### src/rtl/flash_guard_pkg.sv
package flash_guard_pkg;
  typedef enum logic [1:0] {
    ACC_READ  = 2'd0,
    ACC_EXEC  = 2'd1,
    ACC_PROG  = 2'd2,
    ACC_ERASE = 2'd3
  } acc_kind_e;

  localparam int BLK_SHIFT = 11;
  localparam int IRQ_W     = 2;
  localparam int IRQ_AV    = 0;
  localparam int IRQ_PC    = 1;
  localparam int DBG_W     = 2;
  localparam logic [DBG_W-1:0] DBG_OPEN = 2'b10;
endpackage

### src/rtl/fg_rst_sync.sv
module fg_rst_sync #(
  parameter int STAGES = 2
) (
  input  logic clk,
  input  logic arst_n,
  output logic srst_n
);
  logic [STAGES-1:0] chain_q;
  logic [STAGES-1:0] chain_d;

  always_comb begin
    chain_d = {chain_q[STAGES-2:0], 1'b1};
  end

  always_ff @(posedge clk or negedge arst_n) begin
    if (!arst_n) chain_q <= '0;
    else         chain_q <= chain_d;
  end

  assign srst_n = chain_q[STAGES-1];
endmodule

### src/rtl/fg_prot_store.sv
module fg_prot_store
  import flash_guard_pkg::*;
#(
  parameter int NUM_BLK = 8,
  parameter int KEY_W   = 16,
  parameter logic [KEY_W-1:0] COMMIT_KEY = 16'hA5C3
) (
  input  logic               clk,
  input  logic               por_rst_n,
  input  logic               store_rst_n,
  input  logic               perm_wr,
  input  logic               perm_wr_sel,
  input  logic [NUM_BLK-1:0] perm_wr_data,
  input  logic               dbg_wr,
  input  logic [DBG_W-1:0]   dbg_wr_data,
  input  logic               commit_stb,
  input  logic [KEY_W-1:0]   commit_key,
  output logic               ready,
  output logic [NUM_BLK-1:0] rd_perm,
  output logic [NUM_BLK-1:0] pg_perm,
  output logic [DBG_W-1:0]   dbg_field,
  output logic               dbg_port_en
);
  // committed copy (permanent store model)
  logic [NUM_BLK-1:0] cm_rd_q, cm_pg_q;
  logic [DBG_W-1:0]   cm_dbg_q;
  logic               commit_ok;

  // working copy
  logic [NUM_BLK-1:0] wk_rd_q, wk_rd_d, wk_pg_q, wk_pg_d;
  logic [DBG_W-1:0]   wk_dbg_q, wk_dbg_d;
  logic               loaded_q, dport_q, dport_d;
  logic               wk_en;

  assign commit_ok = commit_stb && loaded_q && (commit_key == COMMIT_KEY);

  always_ff @(posedge clk or negedge store_rst_n) begin
    if (!store_rst_n) begin
      cm_rd_q  <= '1;
      cm_pg_q  <= '1;
      cm_dbg_q <= DBG_OPEN;
    end else if (commit_ok) begin
      cm_rd_q  <= wk_rd_q;
      cm_pg_q  <= wk_pg_q;
      cm_dbg_q <= wk_dbg_q;
    end
  end

  always_comb begin
    wk_rd_d  = wk_rd_q;
    wk_pg_d  = wk_pg_q;
    wk_dbg_d = wk_dbg_q;
    dport_d  = dport_q;
    if (!loaded_q) begin
      wk_rd_d  = cm_rd_q;
      wk_pg_d  = cm_pg_q;
      wk_dbg_d = cm_dbg_q;
      dport_d  = (cm_dbg_q == DBG_OPEN);
    end else begin
      if (perm_wr && !perm_wr_sel) wk_rd_d = wk_rd_q & perm_wr_data;
      if (perm_wr &&  perm_wr_sel) wk_pg_d = wk_pg_q & perm_wr_data;
      if (dbg_wr)                  wk_dbg_d = wk_dbg_q & dbg_wr_data;
    end
  end

  assign wk_en = !loaded_q || perm_wr || dbg_wr;

  always_ff @(posedge clk or negedge por_rst_n) begin
    if (!por_rst_n) begin
      loaded_q <= 1'b0;
      wk_rd_q  <= '0;
      wk_pg_q  <= '0;
      wk_dbg_q <= '0;
      dport_q  <= 1'b0;
    end else begin
      loaded_q <= 1'b1;
      if (wk_en) begin
        wk_rd_q  <= wk_rd_d;
        wk_pg_q  <= wk_pg_d;
        wk_dbg_q <= wk_dbg_d;
      end
      if (!loaded_q) dport_q <= dport_d;
    end
  end

  assign ready       = loaded_q;
  assign rd_perm     = wk_rd_q;
  assign pg_perm     = wk_pg_q;
  assign dbg_field   = wk_dbg_q;
  assign dbg_port_en = dport_q;


  rd_never_sets_chk: assert property (@(posedge clk) disable iff (!por_rst_n)
    (loaded_q && $past(loaded_q)) |-> ((wk_rd_q & ~$past(wk_rd_q)) == '0));

  pg_never_sets_chk: assert property (@(posedge clk) disable iff (!por_rst_n)
    (loaded_q && $past(loaded_q)) |-> ((wk_pg_q & ~$past(wk_pg_q)) == '0));

  commit_keyed_chk: assert property (@(posedge clk) disable iff (!store_rst_n || !por_rst_n)
    (cm_rd_q != $past(cm_rd_q) || cm_pg_q != $past(cm_pg_q)) |->
      ($past(commit_stb) && $past(commit_key) == COMMIT_KEY));

  dport_hold_chk: assert property (@(posedge clk) disable iff (!por_rst_n)
    (loaded_q && $past(loaded_q)) |-> $stable(dport_q));
endmodule

### src/rtl/fg_access_check.sv
module fg_access_check
  import flash_guard_pkg::*;
#(
  parameter int NUM_BLK = 8,
  parameter int ADDR_W  = 14
) (
  input  logic               clk,
  input  logic               rst_n,
  input  logic               ready,
  input  logic               req_valid,
  input  logic [1:0]         req_kind,
  input  logic [ADDR_W-1:0]  req_addr,
  input  logic [NUM_BLK-1:0] rd_perm,
  input  logic [NUM_BLK-1:0] pg_perm,
  output logic               rsp_valid,
  output logic               rsp_ok,
  output logic               rsp_fault,
  output logic               rsp_blocked,
  output logic               av_evt
);
  localparam int IDX_W = (NUM_BLK > 1) ? $clog2(NUM_BLK) : 1;

  acc_kind_e          kind;
  logic [IDX_W-1:0]   blk;
  logic               r_ok, p_ok, accept, grant, is_prog;
  logic               v_d, ok_d, flt_d, blk_d;
  logic               unused_addr_lo;

  assign kind           = acc_kind_e'(req_kind);
  assign blk            = req_addr[BLK_SHIFT +: IDX_W];
  assign unused_addr_lo = ^req_addr[BLK_SHIFT-1:0];
  assign r_ok           = rd_perm[blk];
  assign p_ok           = pg_perm[blk];
  assign accept         = req_valid && ready;
  assign is_prog        = (kind == ACC_PROG) || (kind == ACC_ERASE);

  always_comb begin
    unique case (kind)
      ACC_READ:  grant = r_ok;
      ACC_EXEC:  grant = r_ok || p_ok;
      default:   grant = p_ok;
    endcase
    v_d   = accept;
    ok_d  = accept && grant;
    flt_d = accept && !grant && !is_prog;
    blk_d = accept && !grant &&  is_prog;
  end

  assign av_evt = blk_d;

  always_ff @(posedge clk or negedge rst_n) begin
    if (!rst_n) begin
      rsp_valid   <= 1'b0;
      rsp_ok      <= 1'b0;
      rsp_fault   <= 1'b0;
      rsp_blocked <= 1'b0;
    end else begin
      rsp_valid   <= v_d;
      rsp_ok      <= ok_d;
      rsp_fault   <= flt_d;
      rsp_blocked <= blk_d;
    end
  end


  fault_read_type_chk: assert property (@(posedge clk) disable iff (!rst_n)
    rsp_fault |-> ($past(req_kind) == 2'd0 || $past(req_kind) == 2'd1));

  blocked_prog_type_chk: assert property (@(posedge clk) disable iff (!rst_n)
    rsp_blocked |-> ($past(req_kind) == 2'd2 || $past(req_kind) == 2'd3));

  one_outcome_chk: assert property (@(posedge clk) disable iff (!rst_n)
    rsp_valid |-> $countones({rsp_ok, rsp_fault, rsp_blocked}) == 1);
endmodule

### src/rtl/fg_irq_ctrl.sv
module fg_irq_ctrl
  import flash_guard_pkg::*;
(
  input  logic             clk,
  input  logic             rst_n,
  input  logic             av_evt,
  input  logic             pc_evt,
  input  logic             mask_wr,
  input  logic [IRQ_W-1:0] mask_data,
  input  logic             clr_wr,
  input  logic [IRQ_W-1:0] clr_data,
  output logic [IRQ_W-1:0] raw_stat,
  output logic [IRQ_W-1:0] masked_stat,
  output logic             irq
);
  logic [IRQ_W-1:0] raw_q, raw_d, mask_q, set_v, clr_v;

  always_comb begin
    set_v          = '0;
    set_v[IRQ_AV]  = av_evt;
    set_v[IRQ_PC]  = pc_evt;
    clr_v          = clr_wr ? clr_data : '0;
    raw_d          = (raw_q & ~clr_v) | set_v;
  end

  always_ff @(posedge clk or negedge rst_n) begin
    if (!rst_n) begin
      raw_q  <= '0;
      mask_q <= '0;
    end else begin
      raw_q <= raw_d;
      if (mask_wr) mask_q <= mask_data;
    end
  end

  assign raw_stat    = raw_q;
  assign masked_stat = raw_q & mask_q;
  assign irq         = |masked_stat;


  av_rise_cause_chk: assert property (@(posedge clk) disable iff (!rst_n)
    $rose(raw_q[IRQ_AV]) |-> $past(av_evt));

  pc_sets_chk: assert property (@(posedge clk) disable iff (!rst_n)
    $past(pc_evt) |-> raw_q[IRQ_PC]);

  clear_wins_chk: assert property (@(posedge clk) disable iff (!rst_n)
    ($past(clr_wr) && $past(clr_data[IRQ_AV]) && !$past(av_evt)) |-> !raw_q[IRQ_AV]);
endmodule

### src/rtl/flash_guard.sv
module flash_guard
  import flash_guard_pkg::*;
#(
  parameter int NUM_BLK = 8,
  parameter int ADDR_W  = BLK_SHIFT + ((NUM_BLK > 1) ? $clog2(NUM_BLK) : 1),
  parameter int KEY_W   = 16,
  parameter logic [KEY_W-1:0] COMMIT_KEY = 16'hA5C3
) (
  input  logic               clk,
  input  logic               por_n,
  input  logic               store_rst_n,
  output logic               ready,
  input  logic               req_valid,
  input  logic [1:0]         req_kind,
  input  logic [ADDR_W-1:0]  req_addr,
  output logic               rsp_valid,
  output logic               rsp_ok,
  output logic               rsp_fault,
  output logic               rsp_blocked,
  input  logic               perm_wr,
  input  logic               perm_wr_sel,
  input  logic [NUM_BLK-1:0] perm_wr_data,
  input  logic               dbg_wr,
  input  logic [1:0]         dbg_wr_data,
  input  logic               commit_stb,
  input  logic [KEY_W-1:0]   commit_key,
  output logic [NUM_BLK-1:0] rd_perm,
  output logic [NUM_BLK-1:0] pg_perm,
  output logic [1:0]         dbg_field,
  output logic               dbg_port_en,
  input  logic               prog_done,
  input  logic               mask_wr,
  input  logic [1:0]         mask_data,
  input  logic               clr_wr,
  input  logic [1:0]         clr_data,
  output logic [1:0]         raw_stat,
  output logic [1:0]         masked_stat,
  output logic               irq
);
  logic por_rst_n, st_rst_n, av_evt;

  fg_rst_sync u_por_sync (.clk(clk), .arst_n(por_n),       .srst_n(por_rst_n));
  fg_rst_sync u_st_sync  (.clk(clk), .arst_n(store_rst_n), .srst_n(st_rst_n));

  fg_prot_store #(
    .NUM_BLK(NUM_BLK), .KEY_W(KEY_W), .COMMIT_KEY(COMMIT_KEY)
  ) u_store (
    .clk(clk), .por_rst_n(por_rst_n), .store_rst_n(st_rst_n),
    .perm_wr(perm_wr), .perm_wr_sel(perm_wr_sel), .perm_wr_data(perm_wr_data),
    .dbg_wr(dbg_wr), .dbg_wr_data(dbg_wr_data),
    .commit_stb(commit_stb), .commit_key(commit_key),
    .ready(ready), .rd_perm(rd_perm), .pg_perm(pg_perm),
    .dbg_field(dbg_field), .dbg_port_en(dbg_port_en)
  );

  fg_access_check #(.NUM_BLK(NUM_BLK), .ADDR_W(ADDR_W)) u_check (
    .clk(clk), .rst_n(por_rst_n), .ready(ready),
    .req_valid(req_valid), .req_kind(req_kind), .req_addr(req_addr),
    .rd_perm(rd_perm), .pg_perm(pg_perm),
    .rsp_valid(rsp_valid), .rsp_ok(rsp_ok), .rsp_fault(rsp_fault),
    .rsp_blocked(rsp_blocked), .av_evt(av_evt)
  );

  fg_irq_ctrl u_irq (
    .clk(clk), .rst_n(por_rst_n), .av_evt(av_evt), .pc_evt(prog_done),
    .mask_wr(mask_wr), .mask_data(mask_data),
    .clr_wr(clr_wr), .clr_data(clr_data),
    .raw_stat(raw_stat), .masked_stat(masked_stat), .irq(irq)
  );
endmodule

### config.mk
export PLATFORM = sky130hd
export DESIGN_NAME = flash_guard
export DESIGN_NICKNAME = d
export VERILOG_FILES = /design/src/rtl/flash_guard_pkg.sv /design/src/rtl/fg_rst_sync.sv /design/src/rtl/fg_prot_store.sv /design/src/rtl/fg_access_check.sv /design/src/rtl/fg_irq_ctrl.sv /design/src/rtl/flash_guard.sv
export SDC_FILE = /design/constraint.sdc
export NUM_CORES = 1
export LEC_CHECK = 0
export BUFFER_PORTS_ARGS = -buffer_cell sky130_fd_sc_hd__buf_2
export CAP_MARGIN = 20
export CORE_MARGIN = 2
export CORE_UTILIZATION = 32
export CTS_BUF_LIST = sky130_fd_sc_hd__clkbuf_4
export DETAILED_ROUTE_END_ITERATION = 12
export GPL_ROUTABILITY_DRIVEN = 0
export PLACE_DENSITY = 0.67
export SLEW_MARGIN = 20
export SYNTH_ARGS = -nofsm -noshare
export SYNTH_HDL_FRONTEND = slang
export SYNTH_HIERARCHICAL = 1
export SYNTH_SLANG_ARGS = --single-unit
### constraint.sdc
create_clock -name clk -period 1.27 [get_ports clk]
set_clock_uncertainty 0.2 [all_clocks]
set_input_delay 0.381 -clock clk [delete_from_list [all_inputs] [get_ports clk]]
set_output_delay 0.381 -clock clk [all_outputs]
set_load 0.02 [all_outputs]
Word level (Yosys, flattened, before mapping)
Index checks and enable logic that the tools add are counted.

word-level totals
  flip-flop bits (word level) = 50
  word-level logic and storage cells = 66

operators by class
  $lt $le $gt $ge = 1
  equal/unequal tests = 8
  mux-type cells = 12
  bitwise logic cells = 7
  reductions and logical operators = 22

operators with widths
  operator                number
  $mux W8                 4
  $and A8 B8 Y8           2
  $eq A16 B16 Y1 const B  1
  $logic_and A1 B1 Y1     9
  $and A2 B2 Y2           3
  $bmux W1 S3             2
  $eq A2 B2 Y1 const B    3
  $mux W2                 3
  $ne A2 B2 Y1 const B    3
  $reduce_and A2 Y1       3
  $logic_not A1 Y1        4
  $logic_or A1 B1 Y1      4
  $lt A3 B4 Y1 const B    1
  $eq A2 B1 Y1 const B    1
  $logic_not A2 Y1        1
  $mux W1                 2
  $not A2 Y2              1
  $or A2 B2 Y2            1
  $pmux W1 S2             1
  $reduce_or A2 Y1        1

Logic depth before layout (Yosys ltp)
Gate-level depths: netlist of run 1.

  depth after elaboration = 8
  depth in mapped cells = 6
  gate-level depth less buffers = 5

Modules after synthesis
The synthesis of run 1 kept the hierarchy.

modules (own cells, without submodules)
  module           instances  cells an instance  area each (um^2)
  fg_prot_store    1          137                1650.3
  fg_access_check  1          26                 282.8
  fg_irq_ctrl      1          13                 167.7
  fg_rst_sync      2          3                  53.8

Worst setup path after synthesis of run 1
No wires, ideal clock.

  path type = input to register
  start point = input port commit_key[2]
  end point = register u_store.cm_pg_q[2]
  setup time = 82 ps
  data arrival time = 1684 ps
  required time = 988 ps
  setup slack = -696 ps
  stages = 5
  buffers on the path = 1
  cells stage by stage = nor4b_2 nand3_1 nor4_4 buf_6 mux2_2

on the way
  cells in the longest elaborated chain, start to end = 2

RTL lines
  what                    RTL line             RTL
  start: declaration      flash_guard.sv:26    input logic [KEY_W-1:0] commit_key,
  $eq A16 B16 Y1          fg_prot_store.sv:35  assign commit_ok = commit_stb && loaded_q && (commit_key == COMMIT_KEY);
  $logic_and A1 B1 Y1     fg_prot_store.sv:35
  end signal: assignment  fg_prot_store.sv:44  cm_pg_q <= wk_pg_q;
  end: declaration        fg_prot_store.sv:25  logic [NUM_BLK-1:0] cm_rd_q, cm_pg_q;

No other way between the ends.
A chain may end at the register's enable or synchronous reset.

Worst setup path after layout of run 1
  start point = register u_irq.raw_q[0], in the netlist u_irq/raw_stat[0]
  end point = output port irq

on the way
  cells in the longest elaborated chain, start to end = 2

RTL lines
  what                      RTL line           RTL
  start: declaration        fg_irq_ctrl.sv:16  logic [IRQ_W-1:0] raw_q, raw_d, mask_q, set_v, clr_v;
  start signal: assignment  fg_irq_ctrl.sv:31  raw_q <= raw_d;
  $and A2 B2 Y2             fg_irq_ctrl.sv:37  assign masked_stat = raw_q & mask_q;
  $reduce_or A2 Y1          fg_irq_ctrl.sv:38  assign irq = |masked_stat;
  end: declaration          flash_guard.sv:38  output logic irq

No other way between the ends.

==> results_dict.tcl, run 1 <==
set metrics [dict create \
    ys.flop_type "dfrtp_1" \
    violations "negative hold slack, negative setup slack" \
    synth.distinct_cells 33 \
    synth_enable_flop_cells 0 \
    grt_max_degree 41 \
    cp-end-kind "output pin" \
    multiInputGateArea_um2 907 \
    rows 30 \
    cts.sinks 50 \
    fin_crit_ns 1.87 \
    fin_ws_ns -0.605 \
    synth-async-reset-ratio_pct 100 \
    die-height_um 87.1 \
    ios 86 \
    cp.required_ns 0.69 \
    use_met3_pct 3.79 \
    first_iter_violations 116 \
    viasPerCell 4.74 \
    fin_area_mm2 0.00367 \
    max_freq_ghz 0.533 \
    r2r-end "u_store/cm_dbg_q[0]$_DFFE_PN0P_" \
    cts_buffers 5 \
    antenna_found_initial 0 \
    die_x_um 87.1 \
    powerDensity_mw_per_mm2 806 \
    critPathKind "register to output pin" \
    cap_violations 0 \
    cts_tree "yes" \
    final_net_count 372 \
    drc 0 \
    port-buffer-count 74 \
    h-tree-depth 2 \
    dr.pass1.iters 4 \
    netlist.area_leader.share_pct 37.4 \
    ctsLongestPathBuffers 2 \
    synth_most_common_cell "dfrtp_1" \
    vias 1876 \
    wl_per_cell_um 15.0 \
    fillers 573 \
    hold_path.class "register to asynchronous set/reset pin" \
    synthTopCellsByArea "dfrtp_1 (37%), dfstp_2 (20%), mux2_2 (10%)" \
    synth_commonest_cells "dfrtp_1 (33), inv_1 (22), mux2_2 (20)" \
    syn-num-nets 239 \
    synth_cells 182 \
    num_antenna_cells 0 \
    placed_area_mm2 0.00286 \
    top_usage_layer "met2" \
    die_area_mm2 0.00758 \
    path_clk_slew_ns 0.14 \
    grt_pass1_wl_um 9340 \
    grtUsageTotal_pct 16.0 \
    finalSetupTns_ns -17.96 \
    start_util_pct 32.9 \
    use_met2_pct 26.3 \
    ir_worst_vdd_uv 539 \
    status "finished with violations" \
    p_leak_uw 0.00171 \
    synth_seq_cells 50 \
    routed_wl_um 5920 \
    worstPathMaxFanout 2 \
    rsz0062_at_grt "true" \
    setup_viol 51 \
    clk-insertion-delay-late_ns 0.36 \
    netlist_area_mm2 0.00221 \
    grt_pass1_vias 1879 \
    post-place-ws_ns -0.684 \
    seq_area_mm2 0.00128 \
    rrSetupSlack_ns -0.50 \
    finalMaxSlewViolations 0 \
    cp_data_arrival_time_ns 1.29 \
    dpl.hpwl_um 3650 \
    ys_warn_count 6 \
    seq_area_frac_synth_pct 57.6 \
    crit_path_start_kind "register" \
    drive_above_1_share_pct 61.7 \
    r2r_start "u_store/ready$_DFF_PN0_" \
    r2r_cells 6 \
    grt_use_met1_pct 21.7 \
    coreArea_mm2 0.00672 \
    ant_nets 0 \
    grt_overflow 0 \
    hold_viol 1 \
    min_period_over_period_pct 148 \
    syn_to_final_growth_pct 66.4 \
    synth_area_leader_cell "dfrtp_1" \
    avgSynthCellArea_um2 12.1 \
    worst_hold_slack_ns -0.00125 \
    cts-root-buf "clkbuf_4" \
]
[worst max path at each step]
| stage | slack [ns] | cells past startpoint | startpoint | to |
|---|---|---|---|---|
| 2_1_floorplan | -0.69 | 5 | commit_key[2] | u_store/cm_pg_q[2]$_DFFE_PN1P_ |
| 5_1_grt | -0.67 | 3 | u_irq/raw_stat[0]$_DFF_PN0_ | irq |
| 4_1_cts | -0.61 | 3 | u_irq/raw_stat[0]$_DFF_PN0_ | irq |
| 3_5_place_dp | -0.68 | 6 | commit_key[2] | u_store/cm_dbg_q[0]$_DFFE_PN0P_ |
| 3_3_place_gp | -0.68 | 6 | commit_key[2] | u_store/cm_dbg_q[0]$_DFFE_PN0P_ |
| 6_report | -0.60 | 3 | u_irq/raw_stat[0]$_DFF_PN0_ | irq |
[flip-flops by register name, summed over array words and instances (netlist names), 8 cells and up]
name	cells
u_store/cm_pg_q	8
u_store/cm_rd_q	8
u_store/pg_perm	8
u_store/rd_perm	8
[layout make-up]
cell class | count | share of cell area [%]
Sequential cell | 50 | 34.7
Timing Repair Buffer | 135 | 33.4
Multi-Input combinational cell | 101 | 24.7
Tap cell | 80 | 2.72
Inverter | 22 | 2.25
Clock buffer | 7 | 1.43
Clock inverter | 1 | 0.817
[placed cells by master, fill, tap and decap left out, types with 2 or more instances in the layout]
cell type	n
o21ai_0	5
o211ai_1	2
clkbuf_4	7
buf_4	30
and4bb_2	2
buf_6	50
dfrtp_2	3
clkbuf_16	2
mux2_4	18
and3_1	2
dlygate4sd3_1	3
nand3_1	8
o21ai_1	13
dfrtp_1	30
buf_12	5
inv_1	21
and2_4	2
dfstp_2	17
mux2_2	2
mux2i_1	5
nand3b_1	8
mux4_2	2
buf_2	43
o311ai_1	8
nand2_1	5
conb_1	3
[kinds of logic after synthesis]
logic type | synth area share [%]
flops | 57.6
simple gates | 11.5
compound gates | 9.92
buf+inv | 5.95
mux | 14.5
other cells | 0.510
[layer usage]
| layer | vias up | share of wire [%] | wire, um |
|---|---|---|---|
| li1 | 900 | - | - |
| met1 | 921 | 45 | 2670 |
| met2 | 50 | 49 | 2930 |
| met3 | 5 | 4.7 | 281 |
| met4 | 0 | 0.68 | 40 |
| met5 | - | 0 | 0 |
[critical path, stage by stage (launching register included)]
cell and delay [ns]:
dfrtp_2 0.43, and2_4 0.14, or2_4 0.24, buf_6 0.13
[report_power, final]
group | leakage, uW | switching, uW | internal [uW]
Combinational | 0.00106 | 187 | 202
Clock | 0.0000463 | 479 | 461
Sequential | 0.000610 | 12.1 | 1620
Total | 0.00171 | 677 | 2280
[through the flow]
step	power (uW)	hold WS (ns)	util, %	instances
3_3_place_gp	1960	-0.0335	42.6	352
4_1_cts	2950	0.000344	52.6	383
5_1_grt	3100	0.0185	54.7	396
6_report	2960	-0.00125	54.7	396
3_5_place_dp	1960	-0.0325	42.6	352
2_1_floorplan	1820	-0.115	-	182
[what timing repair did]
action,4_1_cts,5_1_grt
cloned,3,2
gates resized for setup,95,15
pin swaps,8,5
endpoints found under the hold margin,5,0
setup buffers,17,14
endpoints found under the setup margin,51,52
hold buffers,3,0
Note: power is estimated with default switching activity, not from simulation.
==> run 2: changes to the inputs <==
Settings changed: TNS_END_PERCENT set to 10.
==> results_dict.tcl, run 2 (same netlist as run 1, synthesis figures left out) <==
set metrics [dict create \
    antenna_found_initial 0 \
    coreArea_mm2 0.00672 \
    drive_above_1_share_pct 56.9 \
    ios 86 \
    switching_power_uw 673 \
    final_net_count 351 \
    rrSetupSlack_ns -0.39 \
    worstPathMaxFanout 2 \
    dr.pass1.iters 4 \
    place_inst 353 \
    r2r_cells 4 \
    cap_violations 0 \
    grt_pass1_vias 1761 \
    violations "negative setup slack" \
    post-place-ws_ns -0.693 \
    cp.required_ns 0.69 \
    p_clk_share_pct 26.1 \
    hold_viol 0 \
    port-buffer-count 74 \
    p_leak_uw 0.00156 \
    fin_util_pct 49.9 \
    start_util_pct 32.9 \
    num_antenna_cells 0 \
    min_period_over_period_pct 148 \
    vias 1815 \
    max_freq_ghz 0.533 \
    grt_max_degree 41 \
    rsz0062_at_grt "true" \
    cp_data_arrival_time_ns 1.29 \
    status "finished with violations" \
    cts-root-buf "clkbuf_4" \
    final_common_cell "buf_2" \
    finalPower_uw 2710 \
    fin_ws_ns -0.605 \
    p_seq_share_pct 60.2 \
    die_x_um 87.1 \
    top_layer "met4" \
    dpl.hpwl_um 3910 \
    p_int_uw 2040 \
    p_comb_share_pct 13.7 \
    ant_nets 0 \
    cts.sinks 50 \
    viasPerCell 4.84 \
    grt_pass1_wl_um 8630 \
    drc 0 \
    ir_worst_vdd_uv 347 \
    finalMaxSlewViolations 0 \
    wl_met2_um 3020 \
    critPathKind "register to output pin" \
    path_clk_slew_ns 0.14 \
    first_iter_violations 96 \
    cts_buffers 5 \
    rows 30 \
    routed_wl_um 5730 \
    setup_viol 54 \
    die-height_um 87.1 \
    swShare_pct 24.8 \
    die_area_mm2 0.00758 \
    grt_overflow 0 \
    cts_tree "yes" \
    cp-end-kind "output pin" \
    drt-met1-wl_um 2330 \
    ctsLongestPathBuffers 2 \
    powerDensity_mw_per_mm2 810 \
    crit_path_start_kind "register" \
    clk-insertion-delay-late_ns 0.37 \
    syn_to_final_growth_pct 51.7 \
    mostFrequentLayoutCells "buf_2 (50), buf_6 (46), dfrtp_1 (32)" \
    grtUsageTotal_pct 14.8 \
    h-tree-depth 2 \
    dr_wl_met3_um 298 \
    fin_cells 375 \
    wl_per_cell_um 15.3 \
    hold_path.class "register to asynchronous set/reset pin" \
    fin_crit_ns 1.88 \
]
[run 2: cell types whose count changed in the layout (fill, tap and decap cells not counted), moves of 2 or more]
cell,previous run,this run
o311ai_0,0,6
buf_6,50,46
buf_4,30,10
buf_12,5,3
mux2_2,2,14
dfrtp_2,3,1
o311ai_1,8,2
mux2_4,18,6
dfrtp_1,30,32
buf_2,43,50
[run 2: path summary, 6_finish.rpt]
kind / start / end
max reg2reg: u_store/ready$_DFF_PN0_ / u_store/cm_dbg_q[0]$_DFFE_PN0P_
max in group asynchronous: u_st_sync/chain_q[1]$_DFF_PN0_ / u_store/cm_pg_q[5]$_DFFE_PN1P_
min: u_st_sync/chain_q[1]$_DFF_PN0_ / u_store/cm_dbg_q[0]$_DFFE_PN0P_
min reg2reg: u_st_sync/chain_q[1]$_DFF_PN0_ / u_store/cm_dbg_q[0]$_DFFE_PN0P_
min in group clk: mask_data[0] / u_irq/mask_q[0]$_DFFE_PN0P_
max: u_irq/raw_stat[0]$_DFF_PN0_ / irq
[run 2: power by group through the flow]
stage / clock [uW] / sequential, uW / combinational, uW
2_1_floorplan: 0 / 1690 / 104
3_3_place_gp: 0 / 1660 / 290
3_5_place_dp: 0 / 1660 / 296
4_1_cts: 740 / 1630 / 330
5_1_grt: 811 / 1640 / 403
6_report: 709 / 1630 / 372
[run 2: layout make-up]
type	count	area, um^2
clock buffer	6	45.0
clock inverter	2	8.76
fill	612	3370
inverter	22	82.6
multi-input combinational	101	856
sequential	50	1270
tap	80	100
timing repair buffer	114	983
[run 2: what timing repair did]
item                                    in CTS  in global routing
setup buffers                                6                  3
resized for setup                           60                 36
hold buffers                                 3                  0
endpoints found under the setup margin      58                 54
pin swaps                                    4                  1
cloned                                       0                  2
endpoints found under the hold margin        5                  0
[run 2: critical path, stage by stage (launching register included)]
cell	delay, ns
dfrtp_1	0.41
and2_1	0.15
or2_1	0.23
buf_6	0.13
[run 2: metrics by stage]
step	hold WS (ns)	cell area [um^2]	setup TNS, ns
final	0.00476	3350	-16.96
after global routing	0.0257	3350	-19.73
after CTS	0.0123	3200	-16.71
after detailed placement	-0.0315	2870	-15.31
after global placement	-0.0323	2870	-15.07
after floorplan	-0.115	2230	-16.42
[run 2: metal layers]
| metal | GRT usage (%) | vias up |
|---|---|---|
| met5 | 0 | - |
| met1 | 18.2 | 901 |
| li1 | - | 866 |
| met3 | 4.08 | 7 |
| met4 | 4.40 | 0 |
| met2 | 25.5 | 41 |
